$ cat config.mk
export PLATFORM = sky130hd
export DESIGN_NAME = nand_pe_seq
export DESIGN_NICKNAME = d
export VERILOG_FILES = /design/src/rtl/nand_pe_pkg.sv /design/src/rtl/nand_spi_tx.sv /design/src/rtl/nand_pe_ctrl.sv /design/src/rtl/nand_pe_seq.sv
export SDC_FILE = /design/constraint.sdc
export NUM_CORES = 1
export LEC_CHECK = 0
export BUFFER_PORTS_ARGS = -buffer_cell sky130_fd_sc_hd__clkbuf_2
export CELL_PAD_IN_SITES_DETAIL_PLACEMENT = 0
export CELL_PAD_IN_SITES_GLOBAL_PLACEMENT = 1
export CORE_MARGIN = 5
export CORE_UTILIZATION = 39
export DETAILED_ROUTE_END_ITERATION = 6
export PLACE_DENSITY_LB_ADDON = 0.1
export SLEW_MARGIN = 20
export SYNTH_ARGS = -nofsm -noshare
export SYNTH_HDL_FRONTEND = slang
export SYNTH_SLANG_ARGS = --single-unit
$ cat constraint.sdc
create_clock -name clk_i -period 2.1 [get_ports clk_i]
set_input_delay 0.21 -clock clk_i [delete_from_list [all_inputs] [get_ports clk_i]]
set_output_delay 0.21 -clock clk_i [all_outputs]
set_load 0.1 [all_outputs]
$ cat src/rtl/nand_pe_pkg.sv
package nand_pe_pkg;

  localparam logic [7:0] OPC_WREN      = 8'h06;
  localparam logic [7:0] OPC_WRDIS     = 8'h04;
  localparam logic [7:0] OPC_LOAD_RST  = 8'h02;
  localparam logic [7:0] OPC_LOAD_KEEP = 8'h84;
  localparam logic [7:0] OPC_EXEC      = 8'h10;
  localparam logic [7:0] OPC_ERASE     = 8'hD8;

  localparam int PROG_FAIL_BIT  = 3;
  localparam int ERASE_FAIL_BIT = 2;

  typedef enum logic [2:0] {
    FR_WREN, FR_LOAD, FR_EXEC, FR_ERASE, FR_WRDIS
  } frame_e;

  localparam logic [1:0] RES_OK      = 2'd0;
  localparam logic [1:0] RES_FAIL    = 2'd1;
  localparam logic [1:0] RES_TIMEOUT = 2'd2;

  function automatic logic [31:0] hdr_of(frame_e k, logic lrst,
                                         logic [15:0] col, logic [23:0] row);
    case (k)
      FR_WREN:  return {OPC_WREN, 24'h0};
      FR_WRDIS: return {OPC_WRDIS, 24'h0};
      FR_LOAD:  return {(lrst ? OPC_LOAD_RST : OPC_LOAD_KEEP), col, 8'h0};
      FR_EXEC:  return {OPC_EXEC, row};
      FR_ERASE: return {OPC_ERASE, row};
      default:  return 32'h0;
    endcase
  endfunction

  function automatic logic [2:0] hdr_len(frame_e k);
    case (k)
      FR_LOAD:           return 3'd3;
      FR_EXEC, FR_ERASE: return 3'd4;
      default:           return 3'd1;
    endcase
  endfunction

  function automatic frame_e next_kind(frame_e k, logic is_prog);
    case (k)
      FR_WREN: return is_prog ? FR_LOAD : FR_ERASE;
      FR_LOAD: return FR_EXEC;
      default: return k;
    endcase
  endfunction

endpackage

$ cat src/rtl/nand_spi_tx.sv
module nand_spi_tx #(
  parameter int SCLK_HALF = 2
) (
  input  logic       clk_i,
  input  logic       rst_ni,
  input  logic       start_i,
  input  logic [7:0] byte_i,
  output logic       ready_o,
  output logic       sclk_o,
  output logic       mosi_o
);
  localparam int DIV_W = (SCLK_HALF > 1) ? $clog2(SCLK_HALF) : 1;

  logic             busy_q, phase_q;
  logic [2:0]       bit_q;
  logic [7:0]       sh_q;
  logic [DIV_W-1:0] div_q;
  logic             half_end;

  assign half_end = (div_q == DIV_W'(SCLK_HALF - 1));

  always_ff @(posedge clk_i or negedge rst_ni) begin
    if (!rst_ni) begin
      busy_q  <= 1'b0;
      phase_q <= 1'b0;
      bit_q   <= '0;
      sh_q    <= '0;
      div_q   <= '0;
    end else if (!busy_q) begin
      if (start_i) begin
        busy_q  <= 1'b1;
        phase_q <= 1'b0;
        bit_q   <= 3'd7;
        sh_q    <= byte_i;
        div_q   <= '0;
      end
    end else if (!half_end) begin
      div_q <= div_q + 1'b1;
    end else begin
      div_q <= '0;
      if (!phase_q) begin
        phase_q <= 1'b1;
      end else begin
        phase_q <= 1'b0;
        if (bit_q == 3'd0) busy_q <= 1'b0;
        else begin
          bit_q <= bit_q - 1'b1;
          sh_q  <= {sh_q[6:0], 1'b0};
        end
      end
    end
  end

  assign ready_o = !busy_q;
  assign sclk_o  = busy_q & phase_q;
  assign mosi_o  = sh_q[7];
endmodule

$ cat src/rtl/nand_pe_ctrl.sv
module nand_pe_ctrl
  import nand_pe_pkg::*;
#(
  parameter int LEN_W   = 12,
  parameter int GAP_CYC = 2
) (
  input  logic             clk_i,
  input  logic             rst_ni,
  input  logic             start_i,
  input  logic [1:0]       op_i,
  input  logic             load_rst_i,
  input  logic [15:0]      col_i,
  input  logic [23:0]      row_i,
  input  logic [LEN_W-1:0] len_i,
  input  logic [7:0]       data_i,
  input  logic             data_valid_i,
  output logic             data_ready_o,
  output logic             busy_o,
  output logic             done_o,
  output logic [1:0]       result_o,
  output logic             poll_start_o,
  input  logic             poll_done_i,
  input  logic [7:0]       poll_status_i,
  input  logic             poll_timeout_i,
  output logic             tx_start_o,
  output logic [7:0]       tx_byte_o,
  input  logic             tx_ready_i,
  output logic             cs_n_o
);
  localparam int GAP_W = (GAP_CYC > 1) ? $clog2(GAP_CYC) : 1;

  typedef enum logic [1:0] {ST_IDLE, ST_FRAME, ST_GAP, ST_POLL} st_e;

  st_e              state_q;
  frame_e           frame_q, enter_kind;
  logic             is_prog_q, lrst_q;
  logic [15:0]      col_q;
  logic [23:0]      row_q;
  logic [LEN_W-1:0] len_q, dcnt_q;
  logic [31:0]      hdr_q;
  logic [2:0]       hcnt_q;
  logic [GAP_W-1:0] gap_q;
  logic             cs_n_q, done_q, poll_q;
  logic [1:0]       res_q;

  logic in_frame, hdr_pend, dat_pend, frame_end, enter_frame, fail_bit;

  assign in_frame  = (state_q == ST_FRAME);
  assign hdr_pend  = (hcnt_q != 3'd0);
  assign dat_pend  = (dcnt_q != '0);
  assign frame_end = in_frame & tx_ready_i & !hdr_pend & !dat_pend;

  assign tx_start_o   = in_frame & tx_ready_i & (hdr_pend | (dat_pend & data_valid_i));
  assign tx_byte_o    = hdr_pend ? hdr_q[31:24] : data_i;
  assign data_ready_o = in_frame & tx_ready_i & !hdr_pend & dat_pend;

  // first frame of a job never needs latched addresses
  assign enter_kind  = (state_q == ST_IDLE) ? (op_i[1] ? FR_WRDIS : FR_WREN) : frame_q;
  assign enter_frame = ((state_q == ST_IDLE) & start_i) |
                       ((state_q == ST_GAP) & (gap_q == '0));

  assign fail_bit = is_prog_q ? poll_status_i[PROG_FAIL_BIT] : poll_status_i[ERASE_FAIL_BIT];

  always_ff @(posedge clk_i or negedge rst_ni) begin
    if (!rst_ni) begin
      state_q   <= ST_IDLE;
      frame_q   <= FR_WREN;
      is_prog_q <= 1'b0;
      lrst_q    <= 1'b0;
      col_q     <= '0;
      row_q     <= '0;
      len_q     <= '0;
      dcnt_q    <= '0;
      hdr_q     <= '0;
      hcnt_q    <= '0;
      gap_q     <= '0;
      cs_n_q    <= 1'b1;
      done_q    <= 1'b0;
      res_q     <= RES_OK;
      poll_q    <= 1'b0;
    end else begin
      done_q <= 1'b0;
      poll_q <= 1'b0;
      case (state_q)
        ST_IDLE: if (start_i) begin
          is_prog_q <= (op_i == 2'd0);
          lrst_q    <= load_rst_i;
          col_q     <= col_i;
          row_q     <= row_i;
          len_q     <= len_i;
        end
        ST_FRAME: begin
          if (tx_start_o) begin
            if (hdr_pend) begin
              hdr_q  <= {hdr_q[23:0], 8'h0};
              hcnt_q <= hcnt_q - 1'b1;
            end else begin
              dcnt_q <= dcnt_q - 1'b1;
            end
          end else if (frame_end) begin
            cs_n_q <= 1'b1;
            case (frame_q)
              FR_WREN, FR_LOAD: begin
                state_q <= ST_GAP;
                gap_q   <= GAP_W'(GAP_CYC - 1);
                frame_q <= next_kind(frame_q, is_prog_q);
              end
              FR_EXEC, FR_ERASE: begin
                state_q <= ST_POLL;
                poll_q  <= 1'b1;
              end
              default: begin
                state_q <= ST_IDLE;
                done_q  <= 1'b1;
                res_q   <= RES_OK;
              end
            endcase
          end
        end
        ST_GAP: if (gap_q != '0) gap_q <= gap_q - 1'b1;
        ST_POLL: begin
          if (poll_timeout_i) begin
            state_q <= ST_IDLE;
            done_q  <= 1'b1;
            res_q   <= RES_TIMEOUT;
          end else if (poll_done_i) begin
            state_q <= ST_IDLE;
            done_q  <= 1'b1;
            res_q   <= fail_bit ? RES_FAIL : RES_OK;
          end
        end
        default: state_q <= ST_IDLE;
      endcase
      if (enter_frame) begin
        state_q <= ST_FRAME;
        frame_q <= enter_kind;
        hdr_q   <= hdr_of(enter_kind, lrst_q, col_q, row_q);
        hcnt_q  <= hdr_len(enter_kind);
        dcnt_q  <= (enter_kind == FR_LOAD) ? len_q : '0;
        cs_n_q  <= 1'b0;
      end
    end
  end

  assign busy_o       = (state_q != ST_IDLE);
  assign done_o       = done_q;
  assign result_o     = res_q;
  assign poll_start_o = poll_q;
  assign cs_n_o       = cs_n_q;
endmodule

$ cat src/rtl/nand_pe_seq.sv
module nand_pe_seq #(
  parameter int LEN_W     = 12,
  parameter int GAP_CYC   = 2,
  parameter int SCLK_HALF = 2
) (
  input  logic             clk_i,
  input  logic             rst_ni,
  input  logic             start_i,
  input  logic [1:0]       op_i,
  input  logic             load_rst_i,
  input  logic [15:0]      col_i,
  input  logic [23:0]      row_i,
  input  logic [LEN_W-1:0] len_i,
  input  logic [7:0]       data_i,
  input  logic             data_valid_i,
  output logic             data_ready_o,
  output logic             busy_o,
  output logic             done_o,
  output logic [1:0]       result_o,
  output logic             poll_start_o,
  input  logic             poll_done_i,
  input  logic [7:0]       poll_status_i,
  input  logic             poll_timeout_i,
  output logic             spi_sclk_o,
  output logic             spi_cs_no,
  output logic             spi_mosi_o
);
  logic       tx_start, tx_ready;
  logic [7:0] tx_byte;

  nand_pe_ctrl #(.LEN_W(LEN_W), .GAP_CYC(GAP_CYC)) u_ctrl (
    .clk_i, .rst_ni, .start_i, .op_i, .load_rst_i, .col_i, .row_i, .len_i,
    .data_i, .data_valid_i, .data_ready_o, .busy_o, .done_o, .result_o,
    .poll_start_o, .poll_done_i, .poll_status_i, .poll_timeout_i,
    .tx_start_o(tx_start), .tx_byte_o(tx_byte), .tx_ready_i(tx_ready),
    .cs_n_o(spi_cs_no)
  );

  nand_spi_tx #(.SCLK_HALF(SCLK_HALF)) u_tx (
    .clk_i, .rst_ni, .start_i(tx_start), .byte_i(tx_byte),
    .ready_o(tx_ready), .sclk_o(spi_sclk_o), .mosi_o(spi_mosi_o)
  );
endmodule

### Word level (Yosys, flattened, before mapping)

Cells that the tools add are included.

| word-level totals | value |
|---|---|
| bits in registers | 126 |
| bits in latches | 0 |
| bits in writable memories | 0 |
| bits in read-only memories | 0 |
| bits of input ports | 77 |
| output and inout bits | 9 |
| logic and storage cells | 176 |
| memories kept | 0 |

| operators by class | value |
|---|---|
| add/sub/neg operators | 5 |
| multipliers | 0 |
| div/mod/pow operators | 0 |
| order comparisons | 0 |
| eq/ne operators | 23 |
| shifts and indexed selects | 0 |
| mux-type cells | 81 |
| bitwise operators | 12 |
| reductions and logical operators | 35 |

Operators by type and width:

| operator | number |
|---|---|
| one-hot mux 32 bit (5 select lines) | 1 |
| two-way mux 32 bit | 4 |
| two-way mux 12 bit | 5 |
| two-way mux 8 bit | 7 |
| two-way mux 3 bit | 16 |
| two-way mux 1 bit | 30 |
| two-way mux 2 bit | 11 |
| nonzero test 2 bit | 9 |
| inequality test 2 bit, second input constant | 8 |
| == test 3 x 2 -> 1 bit, second input constant | 4 |
| one-hot mux 2 bit (2 select lines) | 3 |
| one-hot mux 3 bit (2 select lines) | 2 |
| AND reduction 4 bit | 3 |
| nonzero test 12 bit | 1 |
| subtractor 12 x 1 -> 12 bit, second input constant | 1 |
| AND reduction 5 bit | 2 |
| AND 1 bit | 9 |
| zero test 3 bit | 3 |
| inequality test 3 bit, second input constant | 3 |
| AND reduction 3 bit | 3 |
| nonzero test 3 bit | 3 |
| == test 3 x 1 -> 1 bit, second input constant | 2 |
| OR reduction 2 bit | 3 |
| subtractor 3 x 1 -> 3 bit, second input constant | 2 |
| other kinds (14) | 21 |

### Longest topological paths before layout

| logic depth | value |
|---|---|
| depth in word-level cells | 8 |
| gate-level depth with buffers | 9 |
| gate-level depth less buffers | 7 |

### Hierarchy

From an unflattened synthesis, not the netlist that was laid out.

| unflattened totals | value |
|---|---|
| cell total of the unflattened synthesis | 512 |
| area total of the unflattened synthesis | 5804.3 µm² |

By module, submodules not included:

| module | instances | cells each | area an instance (µm²) | sequential area each (µm²) |
|---|---|---|---|---|
| nand_pe_ctrl | 1 | 452 | 5096.1 | 2803.9 |
| nand_spi_tx | 1 | 60 | 708.2 | 350.3 |

### Worst setup path after synthesis

OpenSTA, ideal clock, no wires.

| timing path | value |
|---|---|
| path type | reg2out |
| from | register u_ctrl.hcnt_q[0] |
| to | output data_ready_o |
| data arrival time | 2.520 ns |
| required time | 1.890 ns |
| slack | -0.630 ns |
| stages on the path, launching flop included | 7 |
| path buffers | 1 |
| cells stage by stage | dfrtp_1 > inv_1 > ha_1 > nor2b_1 > buf_2 > nand2_1 > a21oi_1 |

| between the ends | value |
|---|---|
| cells in the longest elaborated chain, start to end | 4 |

RTL lines:

| item | line | text |
|---|---|---|
| start: declaration | nand_pe_ctrl.sv:41 | `logic [2:0] hcnt_q;` |
| start signal: assignment | nand_pe_ctrl.sv:96 | `hcnt_q <= hcnt_q - 1'b1;` |
| start signal: assignment | nand_pe_ctrl.sv:138 | `hcnt_q <= hdr_len(enter_kind);` |
| nonzero test 3 bit | nand_pe_ctrl.sv:49 | `assign hdr_pend = (hcnt_q != 3'd0);` |
| zero test 1 bit | nand_pe_ctrl.sv:55 | `assign data_ready_o = in_frame & tx_ready_i & !hdr_pend & dat_pend;` |
| AND 1 bit (2 in series) | nand_pe_ctrl.sv:55 |  |
| end: declaration | nand_pe_seq.sv:16 | `output logic data_ready_o,` |

No other way between the ends.

### Final worst setup path

| timing path | value |
|---|---|
| from | register u_ctrl.dcnt_q[4] |
| to | output data_ready_o |

| between the ends | value |
|---|---|
| cells in the longest elaborated chain, start to end | 2 |

RTL lines:

| item | line | text |
|---|---|---|
| start: declaration | nand_pe_ctrl.sv:39 | `logic [LEN_W-1:0] len_q, dcnt_q;` |
| start signal: assignment | nand_pe_ctrl.sv:98 | `dcnt_q <= dcnt_q - 1'b1;` |
| start signal: assignment | nand_pe_ctrl.sv:139 | `dcnt_q <= (enter_kind == FR_LOAD) ? len_q : '0;` |
| nonzero test 12 bit | nand_pe_ctrl.sv:50 | `assign dat_pend = (dcnt_q != '0);` |
| AND 1 bit | nand_pe_ctrl.sv:55 |  |

No other way between the ends.

==> results.yml <==
layout:
  syn2layout_area_growth_pct: 33.9
  multi_input_area_um2: 2580
  layoutNonFillerInstCount: 970
  diodes: 0
  drive_gt1_share_pct: 22.8
  final_nets: 857
  register_area_um2: 3160
  fillers: 1377
placement:
  port_buffers: 79
  dp.cells: 883
  hpwl_um: 10000
  place.gp.congestion: 0.810
route:
  ant_nets: 0
  avgRoutedWirePerCell_um: 15.4
  drtIter0Drc: 271
  vias: 4872
  wl_um: 14900
  via_per_inst: 5.02
  drt_pass1_iterations: 4
  drc: 0
worst_setup_path:
  crit_path_max_fanout: 5
  crit_chain: "nor4_4 -> and2_4 -> buf_4 -> a21oi_4 -> buf_12"
  required_ns: 1.89
  worstSetupStartpoint: "u_ctrl.dcnt_q[4]"
  crit_path_start_kind: "flip-flop"
  max_stage_delay_ns: 0.45
  worstSetupPathType: "flip-flop to primary output"
  cp_slowest_cell: "dfrtp_2"
  cp_top_family: "simple AND/OR/NAND/NOR gates"
  end_kind: "primary output"
  crit_arrival_ns: 1.83
  path_buf_inv: 2
  r2r-start: "u_ctrl.hcnt_q[1]"
timing:
  period_minus_slack_ns: 2.04
  setup_violations: 0
  final-max-slew-violation-count: 0
  hold_viol_final: 0
  whs_ns: 0.0156
  worst_pin_slew_ns: 0.706
  fmaxAchievable_mhz: 490
  period_share_pct: 97.1
  relSlewSlack_pct: 52.8
  clock_skew_ns: 0.00694
min_path:
  hold_start: "len_i[1]"
  hold_path.class: "input port to flip-flop"
synth:
  yosysSeqAreaShare_pct: 53.6
  ys_types: 54
  synth_nets: 713
  synth_top_flop_cell: "dfrtp_1"
  async_flop_share_pct: 100
  synth_area_um2: 5880
  synth.avg_cell_area_um2: 9.34
  synth_edf_count: 0
  synth-seq-cells: 126
  syn_inst: 630
  ys.warnings.count: 0
clock_tree:
  insertion_delay_ns: 0.42
  clk_pin_slew_worst_paths_ns: 0.06
  cts_buffers: 17
  clockRootBuffer: "clkbuf_16"
  cts_sinks: 126
  cts_max_level: 4
  clock_path_buffers: 2
  tritoncts: "done"
power_and_ir_drop:
  p_per_area_nw_per_um2: 1390
  p_leak_nw: 3.87
  peakVddDrop_v: 0.000655
grt:
  antenna_found_initial: 0
  grt_pass1_vias: 5047
  grt_start_max_net_pins: 58
  overflow: 0
  grt_pass1_wl_um: 25600
  grt_usage_pct: 18.1
floorplan:
  die_area_um2: 17600
  io_pins: 86
  dieHeight_um: 133
  start_util_pct: 40.2
  num_rows: 44
  core_area_um2: 14600
  die_x_um: 133
job:
  drv_cap: 0
run_status:
  outcome: "complete, no violations"
## sequential cells by signal (all words and copies together) (netlist names), 2 cells and up
register         cells
u_ctrl.hdr_q        32
u_ctrl.row_q        24
u_ctrl.col_q        16
u_ctrl.dcnt_q       12
u_ctrl.len_q        12
u_tx.sh_q            8
u_ctrl.frame_q       3
u_ctrl.hcnt_q        3
u_tx.bit_q           3
u_ctrl.result_o      2
u_ctrl.state_q       2
## power breakdown
part / switching (mW) / internal (mW)
sequential: 0.665 / 3.35
combinational: 2.25 / 1.62
clock: 1.06 / 2.00
total: 3.97 / 6.97
## repair_timing
action | CTS | global route
gates resized for setup | 4 | 7
buffers inserted | 0 | 7
hold buffers | 49 | 0
gates cloned | 0 | 0
endpoints found under the hold margin | 77 | 0
setup endpoints to repair | 1 | 10
pin swaps | 0 | 2
## tightest hold or removal path, delay by kind of cell
| family | cells | cell delay, ns |
|---|---|---|
| AND/OR/NAND/NOR | 2 | 0.11 |
| buffers and inverters | 1 | 0.08 |
## path summary, 6_finish.rpt
check	slack [ns]	end	depth (start not counted)
max in group asynchronous	1.15	u_ctrl.row_q[14]	3
worst max-delay path	0.06	data_ready_o	5
min in group asynchronous	0.31	u_ctrl.hdr_q[17]	2
worst min-delay path	0.02	u_ctrl.len_q[1]	3
worst min register to register	0.47	u_ctrl.row_q[2]	2
worst max register to register	0.15	u_ctrl.result_o[0]	7
## logic make-up after synthesis
logic type | Yosys count | share of synthesized area (%)
AND/OR/NAND/NOR | 291 | 21.2
AO/OA/AOI/OAI | 137 | 16.6
flip-flops | 126 | 53.6
buffers and inverters | 50 | 3.83
multiplexers | 18 | 3.23
adder cells (fa/ha/maj) | 6 | 1.28
XOR/XNOR | 2 | 0.298
## per-stage QoR
stage,power [mW],setup WS (ns),setup TNS (ns),instance area (um^2),util [%]
after global routing,11.7,-0.00936,-0.00936,7880,53.8
after global placement,7.57,0.0823,0,6670,45.6
after detailed placement,7.70,0.0157,0,6670,45.6
after CTS,10.9,0.00146,0,7780,53.2
final,10.9,0.0604,0,7880,53.8
after floorplan,6.50,-0.0102,-0.0102,5890,-
## per-layer routing
metal | routed length [um] | track usage, % | vias to the layer above
met1 | 6860 | 23.5 | 2327
met4 | 182 | 5.72 | 0
met5 | 0 | 0 | -
li1 | - | - | 2455
met2 | 7370 | 29.9 | 77
met3 | 498 | 4.48 | 13
## final cells by class
| cell class | count | area share (%) |
|---|---|---|
| Inverter | 11 | 0.524 |
| Multi-Input combinational cell | 454 | 32.7 |
| Sequential cell | 126 | 40.0 |
| Timing Repair Buffer | 164 | 16.0 |
| Clock inverter | 11 | 2.11 |
| Tap cell | 184 | 2.92 |
| Clock buffer | 20 | 5.67 |
## cells in the final DEF (no fill, tap or decap), types with 3 or more instances in the layout
master and instances:
nand2_1 214, dfrtp_1 124, clkbuf_2 77, dlygate4sd3_1 49, o21ai_0 45, buf_4 30
nor2_1 28, a21oi_1 18, clkbuf_16 17, a221o_1 16, a22o_1 15, inv_1 10
mux2i_1 10, nor3_1 8, mux2_2 8, buf_12 8, nand3_1 7, nand2b_1 6
a31oi_1 5, a41o_1 5, ha_1 5, bufinv_16 4, o21a_1 3, o22ai_1 3
a2bb2oi_1 3, o21ai_1 3, o311a_1 3, clkinv_2 3, clkinvlp_4 3
## synth_stat cells, types with 5 or more instances
library cell / instances / area, um^2
dfrtp_1: 125 / 3130
ha_1: 6 / 75.1
a41o_1: 5 / 50.1
clkbuf_1: 19 / 71.3
mux2_2: 8 / 90.1
nor3_1: 9 / 45.0
a22o_1: 15 / 131
inv_1: 11 / 41.3
o21ai_0: 45 / 225
and2_1: 5 / 31.3
buf_2: 12 / 60.1
mux2i_1: 10 / 100
nand2b_1: 6 / 37.5
nor2_1: 29 / 109
a31oi_1: 5 / 31.3
nand2_1: 215 / 807
nand3_1: 8 / 40.0
a21oi_1: 19 / 95.1
a221o_1: 16 / 160
buf_1: 5 / 18.8
No activity file was read; power rests on OpenSTA's default activity.
